===== config.mk =====
export PLATFORM = sky130hd
export DESIGN_NAME = irq_presenter
export DESIGN_NICKNAME = d
export VERILOG_FILES = /design/src/rtl/irq_presenter.sv
export SDC_FILE = /design/constraint.sdc
export NUM_CORES = 1
export LEC_CHECK = 0
export BUFFER_PORTS_ARGS = -buffer_cell sky130_fd_sc_hd__buf_2
export CAP_MARGIN = 10
export CORE_ASPECT_RATIO = 1.75
export CORE_UTILIZATION = 32
export DETAILED_ROUTE_END_ITERATION = 8
export HOLD_SLACK_MARGIN = 0.08
export PLACE_DENSITY = 0.56
export SLEW_MARGIN = 10
export SYNTH_ARGS = -nofsm -noshare
export SYNTH_HDL_FRONTEND = slang
export SYNTH_SLANG_ARGS = --single-unit

===== constraint.sdc =====
create_clock -name clk -period 3.6 [get_ports clk]
set_input_delay 0 -clock clk [delete_from_list [all_inputs] [get_ports clk]]
set_output_delay 0 -clock clk [all_outputs]
set_load 0.02 [all_outputs]

===== src/rtl/irq_presenter.sv =====
module irq_presenter #(
  parameter int SRC_W = 24,
  parameter int PRIO_W = 8,
  parameter logic [SRC_W-1:0] IPI_SRC = 2
) (
  input  logic                     clk,
  input  logic                     rst_n,
  input  logic                     cmd_valid,
  input  logic [1:0]               cmd_op,
  input  logic [SRC_W+PRIO_W-1:0]  cmd_data,
  input  logic                     req_valid,
  input  logic [SRC_W-1:0]         req_src,
  input  logic [PRIO_W-1:0]        req_prio,
  output logic                     irq_out,
  output logic                     acc_valid,
  output logic [SRC_W+PRIO_W-1:0]  acc_word,
  output logic                     rej_valid,
  output logic [SRC_W-1:0]         rej_src,
  output logic                     resend_pulse,
  output logic                     eoi_valid,
  output logic [SRC_W-1:0]         eoi_src
);
  localparam int WORD_W = SRC_W + PRIO_W;
  localparam logic [PRIO_W-1:0] LEAST = {PRIO_W{1'b1}};
  localparam logic [1:0] OP_CPPR = 2'd0, OP_MFRR = 2'd1, OP_ACC = 2'd2, OP_EOI = 2'd3;

  logic [PRIO_W-1:0] cppr_q, pend_q, mfrr_q, n_cppr, n_pend, n_mfrr;
  logic [SRC_W-1:0]  xisr_q, n_xisr, n_rej_src, n_eoi_src;
  logic [WORD_W-1:0] n_acc_word;
  logic              irq_q, n_irq, n_rej, n_resend, n_eoi, n_acc, chk;

  always_comb begin
    n_cppr = cppr_q;
    n_xisr = xisr_q;
    n_pend = pend_q;
    n_mfrr = mfrr_q;
    n_irq = irq_q;
    n_rej = 1'b0;
    n_rej_src = '0;
    n_resend = 1'b0;
    n_eoi = 1'b0;
    n_eoi_src = '0;
    n_acc = 1'b0;
    n_acc_word = '0;
    chk = 1'b0;
    if (cmd_valid) begin
      case (cmd_op)
        OP_CPPR: begin
          n_cppr = cmd_data[WORD_W-1:SRC_W];
          if (n_cppr < cppr_q) begin
            if (xisr_q != '0 && n_cppr <= pend_q) begin
              n_xisr = '0;
              n_irq = 1'b0;
              n_rej = 1'b1;
              n_rej_src = xisr_q;
            end
          end else if (xisr_q == '0) begin
            n_resend = 1'b1;
            chk = mfrr_q < n_cppr;
          end
        end
        OP_MFRR: begin
          n_mfrr = cmd_data[PRIO_W-1:0];
          chk = n_mfrr < cppr_q;
        end
        OP_ACC: begin
          n_acc = 1'b1;
          n_acc_word = {cppr_q, xisr_q};
          n_cppr = pend_q;
          n_xisr = '0;
          n_irq = 1'b0;
        end
        default: begin
          n_cppr = cmd_data[WORD_W-1:SRC_W];
          n_eoi = 1'b1;
          n_eoi_src = cmd_data[SRC_W-1:0];
          if (xisr_q == '0) begin
            n_resend = 1'b1;
            chk = mfrr_q < n_cppr;
          end
        end
      endcase
    end else if (req_valid) begin
      if (req_prio >= cppr_q || (xisr_q != '0 && pend_q <= req_prio)) begin
        n_rej = 1'b1;
        n_rej_src = req_src;
      end else begin
        if (xisr_q != '0) begin
          n_rej = 1'b1;
          n_rej_src = xisr_q;
        end
        n_xisr = req_src;
        n_pend = req_prio;
        n_irq = 1'b1;
      end
    end
    if (chk && !(n_xisr != '0 && n_pend <= n_mfrr)) begin
      if (n_xisr != '0) begin
        n_rej = 1'b1;
        n_rej_src = n_xisr;
      end
      n_xisr = IPI_SRC;
      n_pend = n_mfrr;
      n_irq = 1'b1;
    end
  end

  always_ff @(posedge clk) begin
    if (!rst_n) begin
      cppr_q <= '0;
      xisr_q <= '0;
      pend_q <= '0;
      mfrr_q <= LEAST;
      irq_q <= 1'b0;
      acc_valid <= 1'b0;
      acc_word <= '0;
      rej_valid <= 1'b0;
      rej_src <= '0;
      resend_pulse <= 1'b0;
      eoi_valid <= 1'b0;
      eoi_src <= '0;
    end else begin
      cppr_q <= n_cppr;
      xisr_q <= n_xisr;
      pend_q <= n_pend;
      mfrr_q <= n_mfrr;
      irq_q <= n_irq;
      acc_valid <= n_acc;
      acc_word <= n_acc_word;
      rej_valid <= n_rej;
      rej_src <= n_rej_src;
      resend_pulse <= n_resend;
      eoi_valid <= n_eoi;
      eoi_src <= n_eoi_src;
    end
  end

  assign irq_out = irq_q;
endmodule


; ---- Word-level counts from Yosys, hierarchy flattened
; Index checks and enable logic that the tools add are counted.
[word_totals]
out_inout_bits = 85
word_cells = 96
ff_bits = 133
[classes]
eq_ne = 6
bitwise = 3
muxes = 48
order_cmp = 7
n_reduce_logical = 19
[op_table]
columns = cell, n
row1 = $mux W24, 14
row2 = $mux W8, 6
row3 = $pmux W24 S2, 1
row4 = $reduce_bool A24 Y1, 2
row5 = $le A8 B8 Y1, 3
row6 = $logic_not A24 Y1, 1
row7 = $lt A8 B8 Y1, 3
row8 = $mux W1, 22
row9 = $pmux W8 S2, 1
row10 = $ge A8 B8 Y1, 1
row11 = $ne A4 B4 Y1 const B, 2
row12 = $reduce_and A5 Y1, 1
row13 = $reduce_or A5 Y1, 1
row14 = $logic_and A1 B1 Y1, 4
row15 = $ne A4 B1 Y1 const B, 1
row16 = $pmux W1 S2, 2
row17 = $reduce_and A2 Y1, 2
row18 = $reduce_or A2 Y1, 2
row19 = $ne A3 B2 Y1 const B, 1
row20 = $not A1 Y1, 3
row21 = $pmux W1 S3, 1
row22 = $reduce_and A3 Y1, 1
row23 = $reduce_bool A3 Y1, 1
row24 = $reduce_or A3 Y1, 1
row25 = 6 further kinds, 6

; ---- Depth between registers and ports, before layout
; Gate-level depths: netlist of the first run.
[depth]
ltp_word = 12
depth_mapped = 19
ltp_nobuf = 16

; ---- Least setup slack after synthesis of the first run
; OpenSTA, ideal clock, no wires.
[synth_path]
path_kind = register -> register
from = register cppr_q[0]
to = register pend_q[1]
required_ps = 3481
arrival_time_ps = 3615
path_buffers = 3
slack_ps = -134
stages_incl_launch_ff = 18
synth_period_minus_slack_ps = 3734
path_cell_list = dfxtp_1 -> ha_1 -> nand2b_4 -> a2111oi_4 -> nor3_1 -> or3_1 -> buf_6 -> nor2_8 -> buf_6 -> mux2i_1 -> ha_1 -> a21o_1 -> a21oi_1 -> a21oi_1 -> o21bai_2 -> o21a_1 -> buf_2 -> o221a_2
[synth_between]
elab_chain_len = 10
elab_cells_between_ends = 21
classes_between = 4 x order compare / 12 x mux / 5 x reduce/logical
[synth_rtl]
columns = element, line
row1 = from (decl), 27  ; logic [PRIO_W-1:0] cppr_q, pend_q, mfrr_q, n_cppr, n_pend, n_mfrr;
row2 = from (signal assigned), 123  ; cppr_q <= n_cppr;
row3 = $ge A8 B8 Y1, 84  ; if (req_prio >= cppr_q || (xisr_q != '0 && pend_q <= req_prio)) begin
row4 = $logic_or A1 B1 Y1, 84
row5 = $mux W8 or $mux W24 (tied branches), 84
row6 = $mux W8 or $mux W24 (tied branches), 83  ; end else if (req_valid) begin
row7 = $mux W8 or $mux W24 (tied branches), 46  ; if (cmd_valid) begin
row8 = $le A8 B8 Y1 or $reduce_bool A24 Y1 (tied branches), 97  ; if (chk && !(n_xisr != '0 && n_pend <= n_mfrr)) begin
row9 = $logic_and A1 B1 Y1, 97
row10 = $logic_not A1 Y1, 97
row11 = $logic_and A1 B1 Y1, 97
row12 = $mux W8 (*), 97
row13 = to (signal assigned), 125  ; pend_q <= n_pend;
row14 = to (decl), 27
; Every way passes the cells marked *; elsewhere a longest branch is shown, timed or not.
; A chain may end at the register's enable or synchronous reset.

; ---- Worst setup path in the final report of the first run
[layout_path]
from = register cppr_q[0]
to = register irq_q (netlist: irq_out)
[layout_between]
elab_chain_len = 11
elab_cells_between_ends = 27
classes_between = 4 x order compare / 4 x eq/ne / 12 x mux / 7 x reduce/logical
[layout_rtl]
columns = element, line
row1 = $ge A8 B8 Y1, 84
row2 = $logic_or A1 B1 Y1, 84
row3 = $mux W8 or $mux W24 (tied branches), 84
row4 = $mux W8 or $mux W24 (tied branches), 83
row5 = $mux W8 or $mux W24 (tied branches), 46
row6 = $le A8 B8 Y1 or $reduce_bool A24 Y1 (tied branches), 97
row7 = $logic_and A1 B1 Y1, 97
row8 = $logic_not A1 Y1, 97
row9 = $logic_and A1 B1 Y1, 97
row10 = $ne A4 B1 Y1 (no line) (tied with other cells), --
row11 = $reduce_and A5 Y1 (no line), --
row12 = to (signal assigned), 127  ; irq_q <= n_irq;
row13 = to (decl), 30  ; logic irq_q, n_irq, n_rej, n_resend, n_eoi, n_acc, chk;
; Several ways; a longest one is shown, not always the timed one.

==> results.tsv, run 1 <==
metric	value	unit
nets	1024	
rsz0062_at_grt	true	
yosysSeqAreaShare	41.51	%
wl	20.32	mm
dp.cells	1057	
cts_max_level	4	
period_minus_slack	3713	ps
tightest_slew	1248	ps
hold_depth	4	
endpoint	irq_out$_SDFFE_PN0P_	
drcViolationCount	0	
relSlewSlack	16.77	%
dieArea	20640	um^2
failed_checks	negative setup slack	
p_per_area	505.2	nW/um^2
pre_cts_slack	-317.3	ps
antenna_found_initial	0	
portBuffers	154	
synth.cell_area	6414	um^2
combPwrFrac	27.8	%
synth_cells	647	
finalHoldViolCount	0	
grt_use_total	20.61	%
final_area	9374	um^2
crit_path_start	cppr_q[0]$_SDFFE_PN0P_	
synth_area_leader_cell	dfxtp_1	
register_area	2664	um^2
n_antenna_cell	0	
synth_edf_count	0	
cp.required	3930	ps
ctsLongestPathBuffers	2	
clock_latency	440	ps
cts_root_buf	clkbuf_16	
holdCritPathClass	input port to flip-flop	
end_kind	flip-flop	
layout-drive-gt1-share	36.04	%
total_power	4736	uW
async_reset_ff_share	0	%
synth.top_cell.area_share	41.51	%
worst_slack	-113.5	ps
status	finished with violations	
place_area	7726	um^2
path_class	flip-flop to flip-flop	
crit_fanout	7	
syn_to_final_growth	46.16	%
avgViaCountPerCell	5.176	
finalClockSkew	8.213	ps
coreArea	19650	um^2
die_x	109.0	um
r2r_start	cppr_q[0]$_SDFFE_PN0P_	
sequentialPowerShare	33.6	%
period_share	103.2	%
p_sw	1556	uW
clkTransAtPathRegs	60	ps
post_drt_wl_per_cell	17.59	um
cts.sinks	133	
synth_warnings	0	
max_cap_viol_count	0	
clkPwrFrac	38.7	%
die_h	189.3	um
peakVddDrop	0.5610	mV
cts_buffers	17	
hpwl	15.00	mm
grt_max_degree	59	
p_leak	0.004079	uW
instances_no_fill	1155	
crit_arrival	4040	ps
p_int	3179	uW
drt_pre_antenna_iters	5	
slew_viol_final	0	
ant_nets	0	
ys_ff_latch	133	
grt_pass1_wl	31.86	mm
worstReg2RegEnd	irq_out$_SDFFE_PN0P_	
first_iter_violations	302	
gp_congestion	0.8394	
whs	144.5	ps
yosys-top-cells-area	dfxtp_1 (42%), ha_1 (11%), and2_1 (5.6%)	
vias	5978	
avgSynthCellArea	9.913	um^2
fillers	1806	
power.share.switching	32.86	%
fmax	0.2693	GHz
setup_violations	47	
initial_core_util	32.63	%
rr_worst_depth	16	
reg2reg_setup_slack	-110	ps
multiInputGateArea	3772	um^2
synth_ff_type	dfxtp_1	
grt_pass1_vias	6221	
rows	68	
startpoint_type	flip-flop	
syn_nets	774	
grt_overflow	0	
ys_types	52	
io_pins	155	
cts_tree	done	
==> power by group through the flow <==
stage               sequential (uW)  combinational, uW  clock (uW)
global placement               1620               1130           0
global route                   1600               1420        1930
finish                         1590               1320        1830
CTS                            1590               1250        1870
floorplan                      1650                713           0
detailed placement             1620               1140           0
==> area by class of cell <==
class	instances	area share (%)
Multi-Input combinational cell	436	40.24
Sequential cell	133	28.42
Timing Repair Buffer	271	19.98
Clock buffer	19	4.725
Tap cell	245	3.270
Clock inverter	13	1.842
Inverter	38	1.522
==> placed cells by master (no fill, tap or decap), types with 6 or more instances in the layout <==
cell type / instances
dlygate4sd3_1: 58
a21o_1: 6
buf_4: 46
dfxtp_1: 132
nor4_1: 11
a22oi_1: 6
nand2_1: 28
nor3_2: 19
nor3_4: 6
o22ai_2: 10
nand3_1: 7
ha_1: 54
o2bb2a_1: 15
buf_6: 9
buf_2: 154
o2bb2a_4: 9
o21ai_0: 33
and2_1: 56
inv_1: 38
mux2i_1: 18
nor2_1: 17
a211oi_1: 11
a21oi_1: 15
clkbuf_16: 17
a32oi_1: 18
nand4_1: 7
o22ai_1: 15
==> cell usage after synthesis (9+ instances only) <==
| cell type | count |
|---|---|
| nor4_1 | 12 |
| nor3_1 | 28 |
| ha_1 | 57 |
| nand3_1 | 9 |
| inv_1 | 38 |
| clkbuf_1 | 24 |
| a21oi_1 | 20 |
| o21ai_0 | 33 |
| a32oi_1 | 18 |
| a211oi_1 | 11 |
| mux2i_1 | 24 |
| nor2_1 | 18 |
| buf_2 | 9 |
| o22ai_1 | 25 |
| nand2_1 | 28 |
| o2bb2a_4 | 9 |
| and2_1 | 57 |
| dfxtp_1 | 133 |
| o2bb2a_1 | 15 |
==> how the worst min path moves through the flow <==
stage	to	from
CTS	eoi_valid$_SDFF_PN0_	cmd_op[1]
detailed placement	eoi_src[23]$_SDFF_PP0_	cmd_data[23]
global placement	eoi_src[8]$_SDFF_PP0_	cmd_data[8]
finish	eoi_valid$_SDFF_PN0_	cmd_op[1]
floorplan	eoi_src[0]$_SDFF_PP0_	cmd_data[0]
global route	eoi_valid$_SDFF_PN0_	cmd_op[1]
==> worst max-delay path: stages, from the launching register on <==
cell and delay [ps]:
dfxtp_2 340, ha_4 190, nand2b_4 140, a2111oi_4 440, nor3_2 70, or3_4 390, nor2_8 190, mux2i_2 260
ha_1 280, a21o_1 170, a21oi_2 110, a21o_1 150, a21oi_4 60, o21bai_4 170, o21a_4 230, buf_6 140
o31a_1 270
==> per-stage QoR <==
step | TNS (ps) | util [%]
floorplan | -287.3 | -
global placement | -7601 | 39.31
detailed placement | -10400 | 39.31
CTS | -1447 | 46.63
global route | -10080 | 47.70
finish | -1991 | 47.70
==> routing by layer <==
layer  GRT usage (%)  wire [um]  vias to the layer above
met5               0          0                        -
met4           10.65        818                        0
met3           4.544        932                       49
met2           39.60      11250                      202
met1           19.63       7321                     2841
li1                -          -                     2886
==> state kept, by name (all words and copies together) (netlist names) <==
register and flops:
pend_q 8, acc_valid 1, cppr_q 8, rej_src 24, rej_valid 1, irq_out 1, eoi_src 24, xisr_q 24
mfrr_q 8, acc_word 32, resend_pulse 1, eoi_valid 1
==> cell families after synthesis <==
family,share of synthesized area [%]
fa+ha+maj,11.12
simple gates,16.13
mux,3.746
compound gates,21.75
flops,41.51
buf+inv,5.735
==> repair_timing <==
item	in CTS	in global routing
buffers inserted	3	2
resized for setup	46	35
hold buffers	58	0
pin swaps	24	7
gates cloned	2	1
endpoints found under the hold margin	96	0
endpoints found under the setup margin	56	56
Note: power is estimated with default switching activity, not from simulation.
==> run 2, diff against run 1 <==
--- a/config.mk
+++ b/config.mk
@@ -12,6 +12,7 @@
 export DETAILED_ROUTE_END_ITERATION = 8
 export HOLD_SLACK_MARGIN = 0.08
 export PLACE_DENSITY = 0.56
+export REMOVE_ABC_BUFFERS = 1
 export SLEW_MARGIN = 10
 export SYNTH_ARGS = -nofsm -noshare
 export SYNTH_HDL_FRONTEND = slang
==> run 2 against run 1 <==
Against the previous run: the flow now finishes without violations; sequential cell count did not move; sequential power barely moved; clock-buffer cell count rose by 3; non-clock buffer count rose by 21; first-iteration DRC count fell by 3.6%; setup slack improved by 120 ps; worst hold slack barely moved; total power rose by 1.3%; combinational power rose by 3%; utilization rose by 0.39 points; critical endpoint is now pend_q[1]$_SDFF_PN0_; highest routed layer unchanged.
==> results.tsv, run 2 (synthesized netlist as in run 1, its figures left out) <==
metric	value	unit
largest_reg_flops	32	
wl	20.78	mm
avgViaCountPerCell	5.190	
post_drt_wl_per_cell	17.69	um
status	completed	
regMostFlops	acc_word	
crit_arrival	3920	ps
grt_max_degree	34	
tightest_slew	997.1	ps
p_leak	0.004207	uW
met2_usage	39.50	%
cts_root_buf	clkbuf_16	
holdCritPathClass	input port to flip-flop	
layout-drive-gt1-share	35.81	%
crit_fanout	8	
end_kind	flip-flop	
slew_viol_final	0	
multiInputGateArea	3675	um^2
relSlewSlack	33.53	%
ant_nets	0	
n_antenna_cell	0	
finalHoldViolCount	0	
cp_cell_sequence	ha_4 -> nand2b_4 -> a2111oi_4 -> nor3_2 -> or3_4 -> nor2_8 -> mux2i_2 -> ha_1 -> a21o_1 -> a21oi_1 -> a21o_1 -> a21oi_2 -> o21bai_4 -> o21a_4 -> buf_12 -> o221a_2	
fillers	1819	
nets	1044	
die_h	189.3	um
met3_usage	4.165	%
startpoint_type	flip-flop	
cp_common_cell	a21o_1	
use_met1	20.11	%
grt_overflow	0	
hpwl	14.91	mm
whs	144.7	ps
clkTransAtPathRegs	60	ps
dieArea	20640	um^2
antenna_found_initial	0	
busiest_layer	met2	
place_area	7806	um^2
die_x	109.0	um
clock_latency	430	ps
final_area	9452	um^2
rows	68	
syn_to_final_growth	47.37	%
register_area	2669	um^2
final_common_cell	buf_2	
grt_pass1_wl	31.94	mm
vias	6098	
cp.required	3920	ps
drcViolationCount	0	
ctsLongestPathBuffers	2	
finalClockSkew	10.78	ps
max_cap_viol_count	0	
cts_max_level	4	
cts.sinks	133	
path_class	flip-flop to flip-flop	
initial_core_util	32.63	%
setup_violations	0	
grt_use_total	20.74	%
gp_congestion	0.8184	
coreArea	19650	um^2
period_share	99.93	%
period_minus_slack	3597	ps
total_power	4797	uW
cts_tree	done	
fmax	0.2780	GHz
slowest_stage	or3_4	
final.setup.tns	0	ps
slowest_delay	380	ps
first_iter_violations	291	
grt_pass1_vias	6350	
cts_buffers	17	
io_pins	155	
drt_pre_antenna_iters	6	
portBuffers	154	
layout_common_cells	buf_2 (154), dfxtp_1 (128), buf_4 (72)	
p_per_area	507.5	nW/um^2
peakVddDrop	0.3523	mV
utilization	48.09	%
rsz0062_at_grt	true	
[run 2: cell count changes in the layout (fill, tap and decap cells not counted), sizes merged, moves of 2 or more]
| cell | delta |
|---|---|
| buf | +19 |
| inv | -4 |
| clkinvlp | -2 |
| clkbuf | +3 |
| clkinv | +3 |
[run 2: path summary, 6_finish.rpt]
kind	slack (ps)	cells past startpoint	end	from
max	3	16	pend_q[1]$_SDFF_PN0_	cppr_q[0]$_SDFFE_PN0P_
min	140	4	rej_src[16]$_SDFF_PN0_	rst_n
max reg2reg	3	16	pend_q[1]$_SDFF_PN0_	cppr_q[0]$_SDFFE_PN0P_
min reg2reg	510	1	acc_word[21]$_SDFF_PN0_	xisr_q[21]$_SDFF_PP0_
[run 2: per-stage QoR]
stage / worst slack (ps) / std cells
detailed placement: -227.2 / 1073
global placement: -114.1 / 1073
CTS: -49.62 / 1173
floorplan: -898.4 / 606
finish: 2.552 / 1175
global route: -106.2 / 1175
[run 2: area by class of cell]
class,count,share of cell area (%)
Multi-Input combinational cell,435,38.88
Sequential cell,133,28.24
Timing Repair Buffer,292,21.37
Clock buffer,22,5.229
Tap cell,245,3.243
Clock inverter,10,1.536
Inverter,38,1.509
[run 2: timing repair]
action,CTS,global route
gates resized for setup,31,29
pin swaps,14,14
endpoints found under the setup margin,57,57
cloned,1,0
hold buffers,59,0
endpoints found under the hold margin,98,0
buffers inserted,9,2
[run 2: critical path: cells and delay by family (launching register included)]
kind                     cells  cell delay, ps
flip-flops                   1             340
AND/OR/NAND/NOR              4             790
multiplexers                 1             250
AO/OA/AOI/OAI                8            1500
adder cells (fa/ha/maj)      2             470
buffers and inverters        1             140
[run 2: routing by layer]
metal | vias to the layer above | wire (um)
li1 | 2914 | -
met1 | 2902 | 7576
met2 | 226 | 11360
met3 | 56 | 904
met4 | 0 | 945
met5 | - | 0
[run 2: where the power goes]
group	switching, uW	total, uW	internal, uW
Combinational	805	1360	556
Sequential	37.8	1580	1550
Clock	669	1850	1180
==> run 3, diff against run 2 <==
--- a/config.mk
+++ b/config.mk
@@ -5,6 +5,7 @@
 export SDC_FILE = /design/constraint.sdc
 export NUM_CORES = 1
 export LEC_CHECK = 0
+export ABC_AREA = 1
 export BUFFER_PORTS_ARGS = -buffer_cell sky130_fd_sc_hd__buf_2
 export CAP_MARGIN = 10
 export CORE_ASPECT_RATIO = 1.75
==> run 3 against run 2 <==
Against the previous run: sequential share of layout area down 0.81 points; design area grew 3.3%; critical endpoint is now rej_src[10]$_SDFF_PN0_; combinational power grew 40%; wire length up 16%; first-iteration DRC count is 90% higher; clock power is 5% lower; die area rose by 7.9%; non-clock buffer count down 27.
==> results.tsv, run 3 <==
metric	value	unit
status	completed	
synth_area_leader_cell	dfxtp_1	
slew_viol_final	0	
n_antenna_cell	0	
synth_ff_type	dfxtp_1	
die_h	196.7	um
cts_root_buf	clkbuf_16	
gp_congestion	0.8660	
largest_reg_flops	32	
rr_worst_depth	26	
wl	24.21	mm
path_class	flip-flop to flip-flop	
synth.top_cell.area_share	38.42	%
grt_overflow	0	
max_cap_viol_count	0	
synth_cells	990	
avgViaCountPerCell	4.739	
combPwrFrac	35.8	%
cts_max_level	4	
ys_ff_latch	133	
layout-drive-gt1-share	24.64	%
cp.required	3920	ps
use_met1	20.48	%
worstReg2RegEnd	rej_src[10]$_SDFF_PN0_	
avgSynthCellArea	7.000	um^2
synth.cell_area	6930	um^2
met3_usage	3.321	%
cts.sinks	133	
syn_to_final_growth	40.95	%
startpoint_type	flip-flop	
power.share.switching	37.37	%
crit_arrival	3720	ps
dieArea	22270	um^2
synth_edf_count	0	
layout_common_cells	nand2_1 (187), nor2_1 (177), buf_2 (154)	
hpwl	17.07	mm
rows	70	
p_leak	0.005048	uW
final_common_cell	nand2_1	
synth_warnings	0	
p_per_area	545.1	nW/um^2
tightest_slew	944.5	ps
crit_fanout	7	
cts_buffers	17	
initial_core_util	32.83	%
end_kind	flip-flop	
ant_nets	0	
yosysMostFrequentCell	nand2_1	
finalClockSkew	12.28	ps
peakVddDrop	0.4919	mV
setup_violations	0	
total_power	5324	uW
endpoint	rej_src[10]$_SDFF_PN0_	
post_drt_wl_per_cell	15.82	um
ys_top_cells_by_count	nand2_1 (200), nor2_1 (184), inv_1 (150), dfxtp_1 (133), ha_1 (57)	
grt_pass1_vias	6989	
relSlewSlack	36.80	%
io_pins	155	
ctsLongestPathBuffers	2	
crit_path_start	cppr_q[1]$_SDFFE_PN0P_	
fillers	2174	
async_reset_ff_share	0	%
busiest_layer	met2	
yosys-top-cells-area	dfxtp_1 (38%), nand2_1 (11%), ha_1 (10%)	
nets	1356	
reg2reg_setup_slack	200	ps
period_minus_slack	3401	ps
drt_pre_antenna_iters	5	
period_share	94.48	%
ys_types	34	
grt_use_total	21.02	%
finalHoldViolCount	0	
regMostFlops	acc_word	
r2r_start	cppr_q[1]$_SDFFE_PN0P_	
antenna_found_initial	0	
clkTransAtPathRegs	60	ps
p_sw	1990	uW
final.setup.tns	0	ps
yosysSeqAreaShare	38.42	%
met2_usage	41.85	%
rsz0062_at_grt	true	
grt_pass1_wl	35.47	mm
drcViolationCount	0	
p_int	3335	uW
die_x	113.2	um
vias	7250	
coreArea	21110	um^2
portBuffers	154	
clkPwrFrac	33.1	%
grt_max_degree	49	
holdCritPathClass	input port to flip-flop	
clock_latency	430	ps
sequentialPowerShare	31.1	%
first_iter_violations	553	
cts_tree	done	
fmax	0.2940	GHz
## run 3: cell types whose count changed after synthesis, moves of 12 or more
cell      previous run  this run
and2_1              57         0
inv_1               38       150
mux2i_1             24         0
nand2_1             28       200
nand3_1              9        44
nand4_1              7        26
nor2_1              18       184
nor3_1              28        13
nor4_1              12         0
o22ai_1             25         0
o2bb2a_1            15         0
## run 3: how the worst min path moves through the flow
stage	start	end	depth (start not counted)
floorplan	rst_n	mfrr_q[0]$_SDFF_PN1_	1
global placement	cmd_data[21]	eoi_src[21]$_SDFF_PP0_	3
detailed placement	cmd_data[19]	eoi_src[19]$_SDFF_PP0_	3
CTS	req_prio[5]	pend_q[5]$_SDFF_PN0_	5
global route	req_prio[7]	pend_q[7]$_SDFF_PN0_	5
finish	cmd_op[0]	resend_pulse$_SDFF_PN0_	4
## run 3: power by group through the flow
stage / combinational (uW) / clock [uW] / sequential [uW]
floorplan: 1010 / 0 / 1700
finish: 1910 / 1760 / 1660
CTS: 1770 / 1790 / 1640
detailed placement: 1710 / 0 / 1680
global route: 2100 / 1840 / 1670
global placement: 1690 / 0 / 1680
## run 3: area by class of cell
type                            count  area [um^2]  area share (%)
Sequential cell                   133         2679           27.42
Clock buffer                       21        470.5           4.816
Timing Repair Buffer              265         1841           18.84
Timing Repair inverter              1        7.507         0.07685
Multi-Input combinational cell    658         3710           37.98
Clock inverter                     11        123.9           1.268
Tap cell                          288        360.3           3.689
Inverter                          153        576.8           5.905
## run 3: per-stage QoR
step	cell area (um^2)	util (%)	worst slack [ps]	instances	hold WS, ps
after CTS	9355	44.32	64.66	1519	88.61
after detailed placement	8130	38.52	78.41	1424	218.9
after global routing	9768	46.28	-63.22	1530	135.2
after floorplan	6701	-	-605.4	944	68.89
final	9768	46.28	198.7	1530	102.2
after global placement	8130	38.52	129.7	1424	211.4
## run 3: cell families after synthesis
logic type,synth area share (%)
flip-flops,38.42
AND/OR/NAND/NOR,28.78
AO/OA/AOI/OAI,10.92
adder cells (fa/ha/maj),10.29
buffers and inverters,11.59
## run 3: metal layers
layer	share of wire, %	vias up
met1	35	3283
met2	55	256
li1	-	3643
met3	4.3	68
met5	0	-
met4	5.1	0
## run 3: timing repair
item | 4_1_cts | 5_1_grt
setup buffers | 0 | 3
gates resized for setup | 0 | 76
hold buffers | 63 | 1
setup endpoints to repair | 0 | 56
hold endpoints to repair | 95 | 1
## run 3: worst max-delay path, stage by stage (launching register included)
cell and delay (ps):
dfxtp_2 330, inv_2 50, ha_4 230, nand2_1 50, nand2_1 40, nand2_1 50
nand2_1 70, nand2_1 80, nand2_2 60, nor2_4 140, nand2_2 90, nor2_4 140
inv_2 80, o21ai_2 190, inv_2 70, ha_4 260, inv_2 30, nor2_2 90
nor2_1 50, o21a_1 190, o221ai_2 160, o31ai_2 100, inv_1 120, nand3_4 180
clkbuf_16 260, nor2_1 100, nor2_1 50
